### config.mk
export PLATFORM = sky130hd
export DESIGN_NAME = adc_seq_ctrl
export DESIGN_NICKNAME = d
export VERILOG_FILES = /design/src/rtl/adcseq_pkg.sv /design/src/rtl/adcseq_pick.sv /design/src/rtl/adcseq_touch.sv /design/src/rtl/adcseq_wake.sv /design/src/rtl/adc_seq_ctrl.sv
export SDC_FILE = /design/constraint.sdc
export NUM_CORES = 1
export LEC_CHECK = 0
export ABC_AREA = 1
export ABC_CLOCK_PERIOD_IN_PS = 2700
export CAP_MARGIN = 30
export CORE_MARGIN = 2
export CORE_UTILIZATION = 52
export CTS_CLUSTER_DIAMETER = 200
export DETAILED_ROUTE_END_ITERATION = 10
export PLACE_DENSITY_LB_ADDON = 0.08
export SLEW_MARGIN = 10
export SYNTH_ARGS = -nofsm -noshare
export SYNTH_HDL_FRONTEND = slang
export SYNTH_HIERARCHICAL = 1
export SYNTH_SLANG_ARGS = --single-unit
### constraint.sdc
create_clock -name clk -period 2.7 [get_ports clk]
set_clock_uncertainty 0.15 [all_clocks]
set_input_delay 0.54 -clock clk [delete_from_list [all_inputs] [get_ports clk]]
set_output_delay 0.54 -clock clk [all_outputs]
set_load 0.005 [all_outputs]
### src/rtl/adcseq_pkg.sv
package adcseq_pkg;

   typedef enum logic [2:0] {
      ST_IDLE,
      ST_WAKE,
      ST_SCAN,
      ST_TSET,
      ST_CONV
   } seq_state_e;

   localparam logic [2:0] TRIG_SOFT  = 3'd1;
   localparam logic [2:0] TRIG_EVENT = 3'd7;

endpackage

### src/rtl/adcseq_pick.sv
// Lowest enabled channel at or above a start index.
module adcseq_pick #(
   parameter int NUM_CH = 8,
   parameter int IDX_W  = 4
) (
   input  logic [NUM_CH-1:0] mask,
   input  logic [IDX_W-1:0]  from,
   output logic              found,
   output logic [IDX_W-1:0]  ch
);

   always_comb begin
      found = 1'b0;
      ch    = '0;
      for (int i = NUM_CH - 1; i >= 0; i--) begin
         if (mask[i] && (IDX_W'(i) >= from)) begin
            found = 1'b1;
            ch    = IDX_W'(i);
         end
      end
   end

endmodule

### src/rtl/adcseq_touch.sv
// Step index and settle counter of the touch sub-sequence.
module adcseq_touch #(
   parameter int SETTLE_W = 4
) (
   input  logic                clk,
   input  logic                rst_n,
   input  logic                enter,
   input  logic                next,
   input  logic                launch,
   input  logic [SETTLE_W-1:0] settle_len,
   output logic [1:0]          step,
   output logic                settle_done
);

   logic [SETTLE_W-1:0] cnt;
   logic                armed;

   always_ff @(posedge clk or negedge rst_n) begin
      if (!rst_n) begin
         step  <= 2'd0;
         cnt   <= '0;
         armed <= 1'b0;
      end else if (enter) begin
         step  <= 2'd0;
         cnt   <= settle_len;
         armed <= 1'b1;
      end else if (next) begin
         step  <= step + 2'd1;
         cnt   <= settle_len;
         armed <= 1'b1;
      end else if (launch) begin
         armed <= 1'b0;
      end else if (armed && (cnt != '0)) begin
         cnt <= cnt - 1'b1;
      end
   end

   assign settle_done = armed && (cnt == '0);


   launch_armed_chk: assert property (@(posedge clk) disable iff (!rst_n)
      launch |-> settle_done);

endmodule

### src/rtl/adcseq_wake.sv
// Startup delay counter used after the converter was powered down.
module adcseq_wake #(
   parameter int START_W = 8
) (
   input  logic               clk,
   input  logic               rst_n,
   input  logic               load,
   input  logic [START_W-1:0] val,
   output logic               expire
);

   logic [START_W-1:0] cnt;

   always_ff @(posedge clk or negedge rst_n) begin
      if (!rst_n)
         cnt <= '0;
      else if (load)
         cnt <= val;
      else if (cnt != '0)
         cnt <= cnt - 1'b1;
   end

   assign expire = (cnt == START_W'(1));


   wake_load_chk: assert property (@(posedge clk) disable iff (!rst_n)
      load |-> (val != '0));

endmodule

### src/rtl/adc_seq_ctrl.sv
module adc_seq_ctrl
   import adcseq_pkg::*;
#(
   parameter int NUM_CH   = 8,
   parameter int RES_W    = 12,
   parameter int SETTLE_W = 4,
   parameter int START_W  = 8,
   parameter int CH_W     = $clog2(NUM_CH)
) (
   input  logic                clk,
   input  logic                rst_n,
   input  logic [NUM_CH-1:0]   cfg_chan_en,
   input  logic [2:0]          cfg_trig_mode,
   input  logic                cfg_touch_en,
   input  logic [CH_W-1:0]     cfg_touch_ofs,
   input  logic [SETTLE_W-1:0] cfg_settle,
   input  logic                cfg_sleep,
   input  logic [START_W-1:0]  cfg_startup,
   input  logic                sw_trig,
   input  logic                evt_trig,
   output logic [CH_W-1:0]     adc_sel,
   output logic                adc_start,
   input  logic                adc_done,
   input  logic [RES_W-1:0]    adc_data,
   output logic                adc_pwr,
   output logic [1:0]          touch_pat,
   output logic                touch_busy,
   output logic                res_valid,
   output logic [CH_W-1:0]     res_chan,
   output logic                res_touch,
   output logic [RES_W-1:0]    res_data,
   output logic                ready,
   output logic                overrun
);

   localparam int IDX_W = CH_W + 1;

   if (NUM_CH < 4) begin : g_bad_ch
      $error("adc_seq_ctrl: NUM_CH must be at least 4");
   end
   if (CH_W < 2) begin : g_bad_chw
      $error("adc_seq_ctrl: CH_W too small");
   end
   if (RES_W < 1 || SETTLE_W < 1 || START_W < 1) begin : g_bad_w
      $error("adc_seq_ctrl: widths must be positive");
   end

   seq_state_e          state;
   logic [IDX_W-1:0]    idx, sel_q, t_ofs_x, grp_ch, pk_ch;
   logic [NUM_CH-1:0]   grp_mask, seq_mask;
   logic [CH_W-1:0]     t_ofs;
   logic                t_en, in_grp, start_q, pwr_q, ovr_q;
   logic                rv_q, rt_q;
   logic [CH_W-1:0]     rch_q;
   logic [RES_W-1:0]    rd_q;
   logic                trig_hit, pk_found;
   logic                wk_load, wk_expire;
   logic                ts_enter, ts_next, ts_launch, ts_done;
   logic [1:0]          ts_step;

   assign trig_hit = ((cfg_trig_mode == TRIG_SOFT)  && sw_trig) ||
                     ((cfg_trig_mode == TRIG_EVENT) && evt_trig);

   // Force-enable mask of the touch group
   for (genvar g = 0; g < NUM_CH; g++) begin : g_grp
      assign grp_mask[g] = cfg_touch_en &&
                           (IDX_W'(g) >= {1'b0, cfg_touch_ofs}) &&
                           (IDX_W'(g) <  ({1'b0, cfg_touch_ofs} + IDX_W'(4)));
   end

   assign t_ofs_x = {1'b0, t_ofs};
   assign grp_ch  = t_ofs_x + IDX_W'(ts_step);

   adcseq_pick #(.NUM_CH(NUM_CH), .IDX_W(IDX_W)) u_pick (
      .mask  (seq_mask),
      .from  (idx),
      .found (pk_found),
      .ch    (pk_ch)
   );

   assign wk_load = (state == ST_IDLE) && trig_hit && !pwr_q && (cfg_startup != '0);

   adcseq_wake #(.START_W(START_W)) u_wake (
      .clk    (clk),
      .rst_n  (rst_n),
      .load   (wk_load),
      .val    (cfg_startup),
      .expire (wk_expire)
   );

   assign ts_enter  = (state == ST_SCAN) && pk_found && t_en && (pk_ch == t_ofs_x);
   assign ts_next   = (state == ST_CONV) && adc_done && in_grp && (ts_step != 2'd3);
   assign ts_launch = (state == ST_TSET) && ts_done;

   adcseq_touch #(.SETTLE_W(SETTLE_W)) u_touch (
      .clk         (clk),
      .rst_n       (rst_n),
      .enter       (ts_enter),
      .next        (ts_next),
      .launch      (ts_launch),
      .settle_len  (cfg_settle),
      .step        (ts_step),
      .settle_done (ts_done)
   );

   always_ff @(posedge clk or negedge rst_n) begin
      if (!rst_n) begin
         state    <= ST_IDLE;
         idx      <= '0;
         sel_q    <= '0;
         start_q  <= 1'b0;
         in_grp   <= 1'b0;
         seq_mask <= '0;
         t_en     <= 1'b0;
         t_ofs    <= '0;
         pwr_q    <= 1'b1;
         ovr_q    <= 1'b0;
         rv_q     <= 1'b0;
         rch_q    <= '0;
         rt_q     <= 1'b0;
         rd_q     <= '0;
      end else begin
         start_q <= 1'b0;
         rv_q    <= 1'b0;
         if (trig_hit && (state != ST_IDLE))
            ovr_q <= 1'b1;
         if ((state == ST_IDLE) && trig_hit)
            pwr_q <= 1'b1;
         else if ((state == ST_IDLE) && cfg_sleep)
            pwr_q <= 1'b0;
         case (state)
            ST_IDLE: begin
               if (trig_hit) begin
                  seq_mask <= cfg_chan_en | grp_mask;
                  t_en     <= cfg_touch_en;
                  t_ofs    <= cfg_touch_ofs;
                  idx      <= '0;
                  in_grp   <= 1'b0;
                  state    <= wk_load ? ST_WAKE : ST_SCAN;
               end
            end
            ST_WAKE: begin
               if (wk_expire)
                  state <= ST_SCAN;
            end
            ST_SCAN: begin
               if (!pk_found) begin
                  state <= ST_IDLE;
               end else if (ts_enter) begin
                  state <= ST_TSET;
               end else begin
                  sel_q   <= pk_ch;
                  start_q <= 1'b1;
                  state   <= ST_CONV;
               end
            end
            ST_TSET: begin
               sel_q <= grp_ch;
               if (ts_done) begin
                  start_q <= 1'b1;
                  in_grp  <= 1'b1;
                  state   <= ST_CONV;
               end
            end
            ST_CONV: begin
               if (adc_done) begin
                  rv_q  <= 1'b1;
                  rch_q <= sel_q[CH_W-1:0];
                  rt_q  <= in_grp;
                  rd_q  <= adc_data;
                  if (in_grp) begin
                     if (ts_step == 2'd3) begin
                        in_grp <= 1'b0;
                        idx    <= t_ofs_x + IDX_W'(4);
                        state  <= ST_SCAN;
                     end else begin
                        state <= ST_TSET;
                     end
                  end else begin
                     idx   <= sel_q + IDX_W'(1);
                     state <= ST_SCAN;
                  end
               end
            end
            default: state <= ST_IDLE;
         endcase
      end
   end

   assign adc_sel    = sel_q[CH_W-1:0];
   assign adc_start  = start_q;
   assign adc_pwr    = pwr_q;
   assign ready      = (state == ST_IDLE);
   assign overrun    = ovr_q;
   assign touch_busy = (state == ST_TSET) || ((state == ST_CONV) && in_grp);
   assign touch_pat  = touch_busy ? ts_step : 2'b00;
   assign res_valid  = rv_q;
   assign res_chan   = rch_q;
   assign res_touch  = rt_q;
   assign res_data   = rd_q;


   start_pulse_chk: assert property (@(posedge clk) disable iff (!rst_n)
      adc_start |=> !adc_start);

   ready_nostart_chk: assert property (@(posedge clk) disable iff (!rst_n)
      ready |-> !adc_start);

   result_after_done_chk: assert property (@(posedge clk) disable iff (!rst_n)
      res_valid |-> $past(adc_done));

   sleep_idle_chk: assert property (@(posedge clk) disable iff (!rst_n)
      !adc_pwr |-> ready);

   overrun_sticky_chk: assert property (@(posedge clk) disable iff (!rst_n)
      overrun |=> overrun);

   wake_nostart_chk: assert property (@(posedge clk) disable iff (!rst_n)
      (state == ST_WAKE) |-> !adc_start);

   pat_hold_chk: assert property (@(posedge clk) disable iff (!rst_n)
      (touch_busy && $past(touch_busy) && !$past(adc_done)) |-> $stable(touch_pat));

endmodule

# Word level (Yosys, flattened, before mapping)
# Index checks and enable logic that the tools add are counted.
[op_classes]
eq_ne = 18
n_reduce_logical = 64
bitwise_logic = 1
addsub = 7
order_cmp = 23
muxes = 60
[ops]
columns = ["op", "count"]
rows = [
  ["$mux 3", 15],
  ["$logic_and 1x1->1", 40],
  ["$mux 4", 10],
  ["$mux 1", 24],
  ["$ge 3x4->1 const A", 4],
  ["$lt 3x4->1 const A", 4],
  ["$mux 8", 2],
  ["$pmux 4 s2", 2],
  ["$reduce_bool 8->1", 2],
  ["$pmux 3 s5", 1],
  ["$reduce_and 4->1", 3],
  ["$reduce_bool 3->1", 4],
  ["$ne 2x2->1 const B", 5],
  ["$reduce_bool 2->1", 5],
  ["$ge 3x3->1 const A", 3],
  ["$add 3x3->4 const B", 2],
  ["$eq 8x1->1 const B", 1],
  ["$ge 1x4->1 const A", 2],
  ["$ge 2x4->1 const A", 2],
  ["$lt 1x4->1 const A", 2],
  ["$lt 2x4->1 const A", 2],
  ["$mux 2", 4],
  ["$or 8x8->8", 1],
  ["$sub 8x1->8 const B", 1],
  ["other kinds (22)", 32],
]
[totals]
elab_cells = 191
in_bits = 45
output_inout_bits = 27
register_bits = 59

# Depth between registers and ports, before layout
[logic_depth]
word_depth = 16
mapped_depth = 19
depth_no_buf = 19

# Hierarchy
# The synthesis kept the hierarchy.
[modules_own_cells]
columns = ["module", "n_inst", "area_each_um2", "seq_area_each_um2", "cells_per_inst"]
rows = [
  ["adc_seq_ctrl", 1, 2230.9, 1102.3, 294],
  ["adcseq_wake", 1, 623.1, 200.2, 80],
  ["adcseq_touch", 1, 406.6, 175.2, 53],
  ["adcseq_pick", 1, 215.2, 0.0, 44],
]

# Least setup slack after synthesis
# No wires, ideal clock.
[synth_timing]
kind = "register -> register"
startpoint = "register idx[2]"
endpoint = "register u_touch.cnt[0]"
setup_ps = 120
arrival_time_ps = 1822
setup_slack_ps = 608
required_time_ps = 2430
path_buffers = 0
stages_incl_launch_ff = 17
synth_period_minus_slack_ps = 2092
cell_sequence = "dfrtp_1 nor2_4 inv_2 a21oi_4 inv_1 a21oi_2 nand2_1 nand2_1 nor2_1 nand3_1 inv_1 nor2_4 nand3_2 nand2_4 inv_2 nand2_1 o21ai_2"
[synth_via]
word_cells_on_any_way = 40
cone_classes = "8 x order compare; 2 x eq/ne; 17 x mux; 13 x reduce/logical"
[synth_rtl]
columns = ["element", "line", "rtl"]
rows = [
  ["start: declaration", "adc_seq_ctrl.sv:49", "logic [IDX_W-1:0] idx, sel_q, t_ofs_x, grp_ch, pk_ch;"],
  ["start signal: assignment", "adc_seq_ctrl.sv:174", "idx <= t_ofs_x + IDX_W'(4);"],
  ["start signal: assignment", "adc_seq_ctrl.sv:180", "idx <= sel_q + IDX_W'(1);"],
  ["$ge 3x4->1", "adcseq_pick.sv:16", "if (mask[i] && (IDX_W'(i) >= from)) begin"],
  ["$logic_and 1x1->1", "adcseq_pick.sv:16", ""],
  ["$mux 3 (7 in series)", "adcseq_pick.sv:16", ""],
  ["$mux 3 (*)", "adcseq_pick.sv:16", ""],
  ["named net pk_ch[1]", "adc_seq_ctrl.sv:49", ""],
  ["$eq 4x3->1 (*)", "adc_seq_ctrl.sv:91", "assign ts_enter = (state == ST_SCAN) && pk_found && t_en && (pk_ch == t_ofs_x);"],
  ["$logic_and 1x1->1 (*)", "adc_seq_ctrl.sv:91", ""],
  ["named net ts_enter", "adc_seq_ctrl.sv:58", "logic ts_enter, ts_next, ts_launch, ts_done;"],
  ["$ne 3x3->1 (no line) / $reduce_bool 3->1 (equally long branches)", "n/a", ""],
  ["$reduce_and 2->1 (no line)", "n/a", ""],
  ["end signal: assignment", "adcseq_touch.sv:25", "cnt <= settle_len;"],
  ["end signal: assignment", "adcseq_touch.sv:29", "cnt <= settle_len;"],
  ["end signal: assignment", "adcseq_touch.sv:34", "cnt <= cnt - 1'b1;"],
  ["end: declaration", "adcseq_touch.sv:15", "logic [SETTLE_W-1:0] cnt;"],
]
# The timed path passes the listed nets; every way through them passes the cells marked *.
# A chain may end at the register's enable or synchronous reset.

# Worst setup path after layout
[layout_timing]
startpoint = "register state[1]"
endpoint = "output touch_busy"
[layout_via]
elab_chain_len = 3
word_cells_on_any_way = 4
cone_classes = "2 x eq/ne; 2 x reduce/logical"
[layout_lines]
columns = ["element", "line", "rtl"]
rows = [
  ["start: declaration", "adc_seq_ctrl.sv:48", "seq_state_e state;"],
  ["start signal: assignment", "adc_seq_ctrl.sv:139", "state <= wk_load ? ST_WAKE : ST_SCAN;"],
  ["$eq 3x3->1", "adc_seq_ctrl.sv:195", "assign touch_busy = (state == ST_TSET) || ((state == ST_CONV) && in_grp);"],
  ["$logic_and 1x1->1", "adc_seq_ctrl.sv:195", ""],
  ["$logic_or 1x1->1 (*)", "adc_seq_ctrl.sv:195", ""],
  ["end: declaration", "adc_seq_ctrl.sv:27", "output logic touch_busy,"],
]
# Mark *: on every way between the ends. The rest lies on a longest branch, timed or not.

==> impl_metrics.ini <==
[worst_setup_path]
critPathTopFamily = buffers and inverters
crit_fanout = 4
crit_required_ps = 2010
slowest_stage = clkdlybuf4s50_1
cp_cell_sequence = nor2_4, nand2_2, o21ai_2, buf_4, clkdlybuf4s50_1
reg2reg_from = idx[2]
worstReg2RegEnd = u_touch/cnt[3]
r2r_slack_ps = 310
crit_path_end_kind = primary output
cp.arrival_ps = 1820
worst-setup-path-type = flop to primary output
cp-start-kind = flop
cp_num_buf_inv = 2
slowest_delay_ps = 490
r2r.worst_path.cells = 17

[route]
vias = 3146
ant_nets = 0
drc_errors = 6
wirelength_um = 7720
wire_per_inst_um = 12.2
via_per_inst = 4.97
drtIter0Drc = 171
firstDrtPassIters = 9

[sta]
period_share_pct = 93.1
fin_crit_ps = 2510
fin_tns_setup_ps = 0
fmax_ghz = 0.398
final_max_slew_viol_count = 0
setup_viol = 0
rsz0062_at_grt = false
hold_viol_final = 0

[synth]
synth_top_area_share_pct = 41.8
syn_avg_cell_area_um2 = 7.38
syn-num-nets = 524
synth_common_cells = nand2_1 (160), dfrtp_1 (58), inv_1 (52), nor2_1 (49), o21ai_0 (31)
syn-cell-area_um2 = 3480
seq_area_frac_synth_pct = 42.5
synth_most_common_cell = nand2_1
synth_area_leader_cell = dfrtp_1
syn_inst = 471
synth_seq_cells = 59
synth_area_leaders = dfrtp_1 (42%), nand2_1 (17%), inv_1 (5.6%), nor2_1 (5.3%), o21ai_0 (4.5%)
synth_warnings = 6
synth_cell_types = 38
async_reset_ff_share_pct = 100
ys.flop_type = dfrtp_1
synth_edf_count = 0

[global_route]
grt_use_total_pct = 23.5
grt.overflow.total = 0
grt_pass1_wl_um = 13600
first_global_vias = 3098
grt_max_degree = 23
antenna_found_initial = 0

[flow_run]
maxCapViolCount = 0

[clocking]
cts.clk_slew.worst_paths_ps = 70
clk_path_buf_depth = 2
clockRootBuffer = clkbuf_8
numCtsBuffers = 9
insertion_delay_ps = 340
cts_tree = built
cts.sink_count = 59
htreeDepth = 3

[floorplan]
die_area_um2 = 7350
die_w_um = 85.8
core_area_um2 = 6420
die_y_um = 85.8
pin_count = 72
initial_core_util_pct = 54.1
num_rows = 29

[pwr]
pwr-share-comb_pct = 48.8
p_switching_mw = 2.01
ir_drop_uv = 582
power_density_nw_per_um2 = 1080
p_total_mw = 4.86
p_leak_nw = 2.30
pwr-share-clk_pct = 17.9
p_int_mw = 2.85
seq_power_share_pct = 33.3
p_sw_share_pct = 41.3

[placement]
port_buffers = 71
place.gp.congestion = 0.871
dp.cells = 613
dp_hpwl_um = 5780

[worst_hold_path]
hold_path_depth = 2
min_path_type = flop to flop
hold_start = res_data[8]
whs_endpoint = res_data[8]

[finish]
drive_gt1_share_pct = 13.5
fin_util_pct = 70.1
diodes = 0
area_growth_pct = 29.6
fin_nets = 604
layoutNonFillerInstCount = 633

[status]
outcome = finished with violations
violations = design-rule violations
-- worst max path at each step --
stage	from	endpoint	cells past startpoint
2_1_floorplan	idx[2]	u_touch/cnt[0]	16
3_3_place_gp	state[1]	touch_pat[0]	6
3_5_place_dp	state[1]	touch_pat[0]	6
4_1_cts	state[1]	touch_pat[0]	6
5_1_grt	idx[1]	u_touch/cnt[0]	16
6_report	state[1]	touch_busy	5
-- registers in the layout (all words and copies together), names as in the netlist, 2 cells and up --
name / count
res_data: 12
sel_q: 4
res_chan: 3
u_wake/cnt: 8
u_touch/step: 2
seq_mask: 8
state: 3
u_touch/cnt: 4
t_ofs: 3
idx: 4
-- per-stage QoR --
step                area [µm²]  hold slack (ps)  setup WS (ps)
global route              4500              344           41.8
global placement          4240              304            219
CTS                       4470              324           23.8
floorplan                 3480             94.4            608
detailed placement        4240              308            244
finish                    4500              320            185
-- tightest hold or removal path: cells and delay by family, from the launching register on --
kind	cells	cell delay (ps)
DFF	1	340
and+or+nand+nor	2	100
-- area by class of cell --
cell class,count,area (µm²)
Inverter,61,234
Clock inverter,5,77.6
Multi-Input combinational cell,338,1690
Sequential cell,59,1480
Timing Repair Buffer,82,796
Fill cell,535,1920
Tap cell,77,96.3
Clock buffer,11,131
-- power by group through the flow --
stage	Combinational, mW	Sequential [mW]	Clock [mW]
after floorplan	1.64	1.56	0
after global placement	2.27	1.61	0
after detailed placement	2.34	1.62	0
after CTS	2.37	1.61	0.896
after global routing	2.75	1.68	0.941
final	2.38	1.62	0.871
-- cell families after synthesis --
group | after synthesis | synth area share [%]
buffers and inverters | 74 | 9.25
adder cells (fa/ha/maj) | 8 | 3.10
flip-flops | 59 | 42.5
AO/OA/AOI/OAI | 62 | 10.9
AND/OR/NAND/NOR | 265 | 33.7
other | 1 | 0.108
XOR/XNOR | 2 | 0.504
-- timing repair --
| item | 4_1_cts | 5_1_grt |
|---|---|---|
| resized for setup | 3 | 6 |
| hold buffers | 1 | 0 |
| endpoints found under the setup margin | 2 | 2 |
| setup buffers | 0 | 3 |
| pin swaps | 0 | 1 |
| hold endpoints to repair | 6 | 0 |
-- cells in the final DEF (no fill, tap or decap), types with 3 or more instances in the layout --
cell,instances
ha_1,7
inv_1,52
nand3_1,26
nor3_1,6
inv_2,8
nor2_2,5
dfrtp_1,55
a21oi_1,12
o21ai_0,30
dfrtp_2,3
nand2_1,159
o21ai_2,10
nand2_2,6
clkdlybuf4s50_1,68
nor2_1,49
clkbuf_8,9
buf_4,10
nor2_4,6
o211ai_1,3
-- routing by layer --
metal / share of wire [%] / up-vias / GRT usage, %
met5: 0 / - / 0
met4: 1.3 / 0 / 8.66
met3: 4.7 / 10 / 5.20
met1: 44 / 1436 / 29.5
met2: 50 / 74 / 39.9
li1: - / 1626 / -
(Power assumes the default switching activity.)
